===== config.mk =====
export PLATFORM = sky130hd
export DESIGN_NAME = pwr_state_ctrl
export DESIGN_NICKNAME = d
export VERILOG_FILES = /design/src/rtl/pwr_state_pkg.sv /design/src/rtl/pwr_route_dp.sv /design/src/rtl/pwr_seq_ctrl.sv /design/src/rtl/pwr_state_ctrl.sv
export SDC_FILE = /design/constraint.sdc
export NUM_CORES = 1
export LEC_CHECK = 0
export CAP_MARGIN = 40
export CORE_MARGIN = 2
export CORE_UTILIZATION = 55
export CTS_BUF_LIST = sky130_fd_sc_hd__clkbuf_2
export DETAILED_ROUTE_END_ITERATION = 10
export DONT_BUFFER_PORTS = 1
export PLACE_DENSITY = 0.76
export SKIP_LAST_GASP = 1
export SLEW_MARGIN = 0
export SYNTH_ARGS = -nofsm -noshare
export SYNTH_HDL_FRONTEND = slang
export SYNTH_SLANG_ARGS = --single-unit

===== constraint.sdc =====
create_clock -name clk -period 2.25 [get_ports clk]
set_input_delay 0.675 -clock clk [delete_from_list [all_inputs] [get_ports clk]]
set_output_delay 0.675 -clock clk [all_outputs]
set_load 0.02 [all_outputs]

===== src/rtl/pwr_state_pkg.sv =====
package pwr_state_pkg;

  localparam int STATE_W = 3;
  localparam int CODE_W  = 4;
  localparam int NUM_STATES = 6;

  typedef enum logic [STATE_W-1:0] {
    PS_OFF    = 3'd0,
    PS_DOWN   = 3'd1,
    PS_EMU    = 3'd2,
    PS_ACTIVE = 3'd3,
    PS_LOW    = 3'd4,
    PS_SLEEP  = 3'd5
  } pwrState_t;

  // step-select codes understood by the sequence engine
  localparam logic [CODE_W-1:0] SEQ_POWER_ON     = 4'd0;
  localparam logic [CODE_W-1:0] SEQ_EMU_TO_ACT   = 4'd1;
  localparam logic [CODE_W-1:0] SEQ_ACT_TO_EMU   = 4'd2;
  localparam logic [CODE_W-1:0] SEQ_EMU_TO_SLEEP = 4'd3;
  localparam logic [CODE_W-1:0] SEQ_SLEEP_TO_EMU = 4'd4;
  localparam logic [CODE_W-1:0] SEQ_EMU_TO_DOWN  = 4'd5;
  localparam logic [CODE_W-1:0] SEQ_DOWN_TO_EMU  = 4'd6;
  localparam logic [CODE_W-1:0] SEQ_ACT_TO_LOW   = 4'd7;
  localparam logic [CODE_W-1:0] SEQ_LOW_TO_ACT   = 4'd8;

  // strobes from the control FSM to the datapath
  typedef struct packed {
    logic acceptReq;
    logic rejectReq;
    logic commitStep;
    logic failStep;
  } ctrlStrobe_t;

  // next state on the way from 'from' to 'goal' (graph is a tree rooted at EMU)
  function automatic pwrState_t routeHop(pwrState_t from, pwrState_t goal);
    pwrState_t hop;
    case (from)
      PS_LOW:    hop = PS_ACTIVE;
      PS_ACTIVE: hop = (goal == PS_LOW) ? PS_LOW : PS_EMU;
      PS_EMU:    hop = (goal == PS_LOW || goal == PS_ACTIVE) ? PS_ACTIVE : goal;
      default:   hop = PS_EMU;
    endcase
    return hop;
  endfunction

  function automatic logic [CODE_W-1:0] stepCodeOf(pwrState_t from, pwrState_t to);
    logic [CODE_W-1:0] code;
    case ({from, to})
      {PS_EMU,    PS_ACTIVE}: code = SEQ_EMU_TO_ACT;
      {PS_ACTIVE, PS_EMU}:    code = SEQ_ACT_TO_EMU;
      {PS_EMU,    PS_SLEEP}:  code = SEQ_EMU_TO_SLEEP;
      {PS_SLEEP,  PS_EMU}:    code = SEQ_SLEEP_TO_EMU;
      {PS_EMU,    PS_DOWN}:   code = SEQ_EMU_TO_DOWN;
      {PS_DOWN,   PS_EMU}:    code = SEQ_DOWN_TO_EMU;
      {PS_ACTIVE, PS_LOW}:    code = SEQ_ACT_TO_LOW;
      {PS_LOW,    PS_ACTIVE}: code = SEQ_LOW_TO_ACT;
      default:                code = SEQ_POWER_ON;
    endcase
    return code;
  endfunction

  function automatic logic isReachable(pwrState_t from, logic [STATE_W-1:0] goal);
    logic inRange;
    inRange = (goal != 3'd0) && (int'(goal) < NUM_STATES);
    return inRange && (goal != from) && (from != PS_OFF || goal == PS_EMU);
  endfunction

endpackage


===== src/rtl/pwr_route_dp.sv =====
module pwr_route_dp
  import pwr_state_pkg::*;
(
  input  logic                clk,
  input  logic                rstN,
  input  ctrlStrobe_t         strobe,
  input  logic [STATE_W-1:0]  reqTarget,
  output logic                reqLegal,
  output logic                hopIsLast,
  output logic [CODE_W-1:0]   stepCode,
  output logic [STATE_W-1:0]  curState,
  output logic                errFlag
);

  pwrState_t curQ;
  pwrState_t goalQ;
  pwrState_t hopState;
  logic      errQ;

  always_comb begin
    reqLegal  = isReachable(curQ, reqTarget);
    hopState  = routeHop(curQ, goalQ);
    hopIsLast = (hopState == goalQ);
    stepCode  = stepCodeOf(curQ, hopState);
  end

  always_ff @(posedge clk or negedge rstN) begin
    if (!rstN) begin
      curQ  <= PS_OFF;
      goalQ <= PS_EMU;
      errQ  <= 1'b0;
    end else begin
      if (strobe.acceptReq) begin
        goalQ <= pwrState_t'(reqTarget);
        errQ  <= 1'b0;
      end
      if (strobe.rejectReq || strobe.failStep) begin
        errQ <= 1'b1;
      end
      if (strobe.commitStep) begin
        curQ <= hopState;
      end
    end
  end

  assign curState = curQ;
  assign errFlag  = errQ;

endmodule


===== src/rtl/pwr_seq_ctrl.sv =====
module pwr_seq_ctrl
  import pwr_state_pkg::*;
(
  input  logic        clk,
  input  logic        rstN,
  input  logic        reqValid,
  input  logic        reqLegal,
  input  logic        hopIsLast,
  input  logic        seqDone,
  input  logic        seqErr,
  output logic        reqReady,
  output logic        seqStart,
  output ctrlStrobe_t strobe
);

  typedef enum logic [1:0] {PH_IDLE, PH_ISSUE, PH_WAIT} phase_t;

  phase_t phaseQ, phaseD;

  always_comb begin
    strobe.acceptReq  = (phaseQ == PH_IDLE) && reqValid && reqLegal;
    strobe.rejectReq  = (phaseQ == PH_IDLE) && reqValid && !reqLegal;
    strobe.failStep   = (phaseQ == PH_WAIT) && seqErr;
    strobe.commitStep = (phaseQ == PH_WAIT) && seqDone && !seqErr;

    phaseD = phaseQ;
    case (phaseQ)
      PH_IDLE:  if (strobe.acceptReq) phaseD = PH_ISSUE;
      PH_ISSUE: phaseD = PH_WAIT;
      PH_WAIT: begin
        if (strobe.failStep)        phaseD = PH_IDLE;
        else if (strobe.commitStep) phaseD = hopIsLast ? PH_IDLE : PH_ISSUE;
      end
      default:  phaseD = PH_IDLE;
    endcase
  end

  always_ff @(posedge clk or negedge rstN) begin
    if (!rstN) phaseQ <= PH_IDLE;
    else       phaseQ <= phaseD;
  end

  assign reqReady = (phaseQ == PH_IDLE);
  assign seqStart = (phaseQ == PH_ISSUE);

endmodule


===== src/rtl/pwr_state_ctrl.sv =====
module pwr_state_ctrl
  import pwr_state_pkg::*;
(
  input  logic               clk,
  input  logic               rstN,
  input  logic               reqValid,
  input  logic [STATE_W-1:0] reqTarget,
  output logic               reqReady,
  output logic               seqStart,
  output logic [CODE_W-1:0]  seqCode,
  input  logic               seqDone,
  input  logic               seqErr,
  output logic [STATE_W-1:0] curState,
  output logic               errFlag
);

  ctrlStrobe_t strobe;
  logic        reqLegal;
  logic        hopIsLast;

  pwr_seq_ctrl i_ctrl (
    .clk       (clk),
    .rstN      (rstN),
    .reqValid  (reqValid),
    .reqLegal  (reqLegal),
    .hopIsLast (hopIsLast),
    .seqDone   (seqDone),
    .seqErr    (seqErr),
    .reqReady  (reqReady),
    .seqStart  (seqStart),
    .strobe    (strobe)
  );

  pwr_route_dp i_dp (
    .clk       (clk),
    .rstN      (rstN),
    .strobe    (strobe),
    .reqTarget (reqTarget),
    .reqLegal  (reqLegal),
    .hopIsLast (hopIsLast),
    .stepCode  (seqCode),
    .curState  (curState),
    .errFlag   (errFlag)
  );

endmodule


[Word-level counts from Yosys, hierarchy flattened]
Index checks and enable logic that the tools add are counted.
Word-level totals
  flip-flop bits (word level): 9
  bits of input ports: 8
  output and inout bits: 10
  logic and storage cells: 55
Operators by class
  magnitude comparators: 1
  equal/unequal tests: 20
  mux-type cells: 11
  reductions and logical operators: 19
Operators with widths (number)
  $pmux W4 S8: 1
  $eq A6 B5 Y1 const B: 5
  $eq A3 B2 Y1 const B: 4
  $eq A6 B6 Y1 const B: 2
  $logic_and A1 B1 Y1: 9
  $pmux W3 S3: 1
  $eq A3 B3 Y1 const B: 2
  $eq A6 B4 Y1 const B: 1
  $mux W2: 3
  $mux W3: 2
  $pmux W2 S3: 1
  $reduce_bool A3 Y1: 2
  $eq A3 B3 Y1: 1
  $logic_or A1 B1 Y1: 3
  $lt A3 B3 Y1 const B: 1
  $mux W1: 3
  $ne A3 B1 Y1 const B: 1
  $ne A3 B3 Y1: 1
  $eq A2 B1 Y1 const B: 1
  $eq A2 B2 Y1 const B: 1
  $logic_not A1 Y1: 2
  $logic_not A2 Y1: 1
  $ne A2 B1 Y1 const B: 1
  $reduce_and A2 Y1: 1
  $reduce_bool A2 Y1: 1

[Logic depth before layout (Yosys ltp)]
  word-level depth: 9
  mapped depth: 6
  mapped depth without buffers: 5

[By module]
Synthesis repeated with hierarchy kept, for this count alone.
Unflattened totals
  cell total of the unflattened synthesis: 72
  area total of the unflattened synthesis: 651.9 µm²
By module, submodules not included
  pwr_route_dp: instances 1, cells each 60, area an instance 521.8 µm², sequential area each 176.4 µm²
  pwr_seq_ctrl: instances 1, cells each 12, area an instance 130.1 µm², sequential area each 50.0 µm²

[Least setup slack after synthesis]
Ideal clock, no wire load.
  path kind: flip-flop to output port
  start point: register i_dp.curQ[0], in the netlist i_dp.curState[0]
  end point: output seqCode[2]
  arrival time: 1.326 ns
  data required time: 1.575 ns
  setup slack: 0.249 ns
  stages on the path, launching flop included: 5
  path buffers: 2
  cell sequence: dfrtp_1 buf_4 clkbuf_1 nor2_1 a32o_1
Between the ends
  longest elaborated chain between the ends: 4
  elaborated cells on any way between the ends: 13
  classes of those cells: 11 x eq/ne; 2 x mux
Ends and longest elaborated chain
  from (decl): RTL line pwr_route_dp.sv:15  | pwrState_t curQ;
  from (signal assigned): RTL line pwr_route_dp.sv:41  | curQ <= hopState;
  $eq A3 B2 Y1 / $eq A3 B3 Y1 (equally long branches): RTL line pwr_state_pkg.sv:38  | case (from)
  $pmux W3 S3: RTL line pwr_state_pkg.sv:38
  $eq A6 B6 Y1 (tied with other cells): RTL line pwr_state_pkg.sv:49  | case ({from, to})
  $pmux W4 S8 (*): RTL line pwr_state_pkg.sv:49
  to (decl): RTL line pwr_state_ctrl.sv:10  | output logic [CODE_W-1:0] seqCode,
Mark *: on every way between the ends. The rest lies on a longest branch, timed or not.

[Worst setup path after layout]
Ends and elaborated chain as after synthesis.

==> flow_summary.yaml <==
grt:
  grt_overflow: 0
  grtUsageTotal_pct: 20.5
  grt_pass1_wl_um: 2260
  grt_pass1_vias: 510
  grt_max_degree: 20
  antenna_found_initial: 0
floorplan:
  dieArea_sq_mm: 0.00167
  die_width_um: 40.9
  num_io_pins: 18
  core.rowCount: 13
  start_util_pct: 58.1
  core-area_sq_mm: 0.00128
  chipHeight_um: 40.9
sta:
  fin_worst_skew_ps: 12.7
  slew-limit-headroom_pct: 59.0
  period_minus_slack_ps: 2140
  rsz0062_at_grt: "yes"
  finalHoldViolCount: 0
  slew_violations: 0
  fmax_mhz: 467
  hold_ws_ps: 104
  worst_pin_slew_ps: 616
  fin_ws_ps: 110
  period_share_pct: 95.1
  setup_viol_count_final: 0
detailed_routing:
  avgViaCountPerCell: 6.32
  first_pass_iters: 4
  wl_um: 1510
  vias: 657
  drc: 0
  routedWlPerCell_um: 14.5
  drtAntennaViolNets: 0
  drtIter0Drc: 9
critical_path:
  rr_startpoint: "i_dp.curState[2]$_DFFE_PN0P_"
  startpoint: "i_dp.curState[0]$_DFFE_PN0P_"
  critical_path_required_ps: 1570
  critPathLaunchType: "flop"
  cp_max_fo: 19
  slowest_delay_ps: 750
  arrival_ps: 1460
  crit_path_top_delay_cell: "dfrtp_1"
  cp_cell_sequence: "nor2_1 > a32o_1"
  path_class: "reg2out"
  critPathCaptureType: "output pin"
run:
  cap_violations: 0
clock_network:
  clockBufferDepth: 2
  numCtsBuffers: 3
  clock_latency_ps: 250
  cts.clk_slew.worst_paths_ps: 100
  root_buffer: "clkbuf_2"
  htreeDepth: 1
  cts_tree: "built"
  hold_buffers: 0
  clkSinkCount: 9
logic_synthesis:
  yosysWarnings: 0
  synth_cells: 86
  synth_area_per_cell_sq_um: 8.69
  ys_ff_latch: 9
  ys_seq_area_share_pct: 30.3
  syn_nets: 94
  synthDistinctLibCells: 39
  synth_area_sq_um: 747
final_layout:
  layout_commonest_cell: "dfrtp_1"
  mostFrequentLayoutCells: "dfrtp_1 (8), nor2_1 (6), nand2_1 (6), buf_4 (6)"
  diodes: 0
  drive_gt1_share_pct: 23.6
  nNetsFinal: 98
  area_delta_synth_final_pct: 6.20
  final_area_sq_um: 793
status:
  outcome: "finished clean"
power:
  peakVddDrop_v: 0.000618
  leakage_nw: 0.335
  power_mw: 1.12
  power.density_mw_per_mm2: 1410
placement:
  numPortBuffers: 0
  routabilityCongestion: 0.778
  pre_cts_ws_ps: 332
  place_area_sq_um: 766
min_path:
  min_path_type: "in2async"
## critical path: cells and delay by family, from the launching register on
kind / cells / cell delay, ps
AO/OA/AOI/OAI: 1 / 360
flip-flops: 1 / 750
AND/OR/NAND/NOR: 1 / 110
## cells by family after synthesis
kind of cell              Yosys count  share of synthesized area, %
and+or+nand+nor                    34                          25.6
AOI/OAI and AO/OA                  32                          33.7
DFF                                 9                          30.3
muxes                               1                          1.51
xor gates and xnor gates            2                          2.35
buffers and inverters               8                          6.53
## report_power, final
part	internal (mW)	switching, mW
logic	0.295	0.336
registers	0.237	0.149
clock network	0.0403	0.0569
total	0.573	0.543
## routing by layer
layer	GRT usage, %	vias up	wire length, um
met4	0	0	0
met5	0	-	0
met1	27.3	316	693
li1	-	320	-
met3	8.15	0	74
met2	32.8	21	741
## path summary, 6_finish.rpt
| check | depth (start not counted) | slack, ps | to |
|---|---|---|---|
| setup / recovery | 2 | 110 | seqCode[2] |
| hold / removal | 0 | 100 | i_ctrl.phaseQ[1]$_DFFE_PN0P_ |
| setup reg to reg | 5 | 290 | i_dp.goalQ[0]$_DFFE_PN0P_ |
| hold reg to reg | 1 | 520 | i_dp.errFlag$_DFFE_PN0P_ |
| max in group asynchronous | 0 | 1960 | i_dp.goalQ[1]$_DFFE_PN1P_ |
| min in group clk | 1 | 520 | i_dp.errFlag$_DFFE_PN0P_ |
## layout make-up
class                           count  area (sq um)
Tap cell                           15          18.8
Sequential cell                     9           226
Fill cell                         120           492
Inverter                            1          3.75
Multi-Input combinational cell     69           479
Clock buffer                        3          15.0
Clock inverter                      1          5.00
Timing Repair Buffer                6          45.0
## state kept, by name (all words and copies together) (netlist names)
register       count
i_dp.curState      3
i_dp.errFlag       1
i_ctrl.phaseQ      2
i_dp.goalQ         3
## what timing repair did
action,CTS,global route
endpoints found under the setup margin,0,2
buffers inserted,0,0
gates resized for setup,0,2
## metrics by stage
step	instances	setup TNS [ps]	utilization, %
final	104	0	61.7
after global routing	104	-12.1	61.7
after CTS	104	0	61.1
after detailed placement	100	0	59.6
after global placement	100	0	59.6
after floorplan	86	0	-
## synth_stat cells
master	count	area share [%]
a21oi_1	4	2.7
buf_4	3	3.0
nor3_1	1	0.67
dfrtp_1	8	27
o22ai_1	1	0.84
nand3_1	2	1.3
xnor2_1	1	1.2
nand2_1	6	3.0
nor2b_1	4	3.3
a21o_1	3	3.0
mux2_2	1	1.5
o211a_1	1	1.3
buf_6	1	1.5
nor2_1	7	3.5
or2_4	1	1.2
nand3b_1	1	1.0
clkbuf_1	3	1.5
a31oi_1	2	1.7
a2111oi_4	1	3.7
a222oi_1	1	1.3
nand2b_1	5	4.2
o22a_1	2	2.3
xor2_1	1	1.2
a22oi_1	1	1.0
o21ai_1	1	0.67
inv_1	1	0.50
dfstp_2	1	3.5
and2b_4	1	1.3
o21bai_1	1	1.0
or2_2	1	0.84
nor4bb_1	1	1.3
a211oi_1	3	3.0
o21ai_0	5	3.3
and2_1	1	0.84
o31ai_1	2	2.0
a21o_2	2	2.3
a221oi_2	1	2.0
a32o_1	1	1.3
nor3b_1	3	3.0
Note: power is estimated with default switching activity, not from simulation.
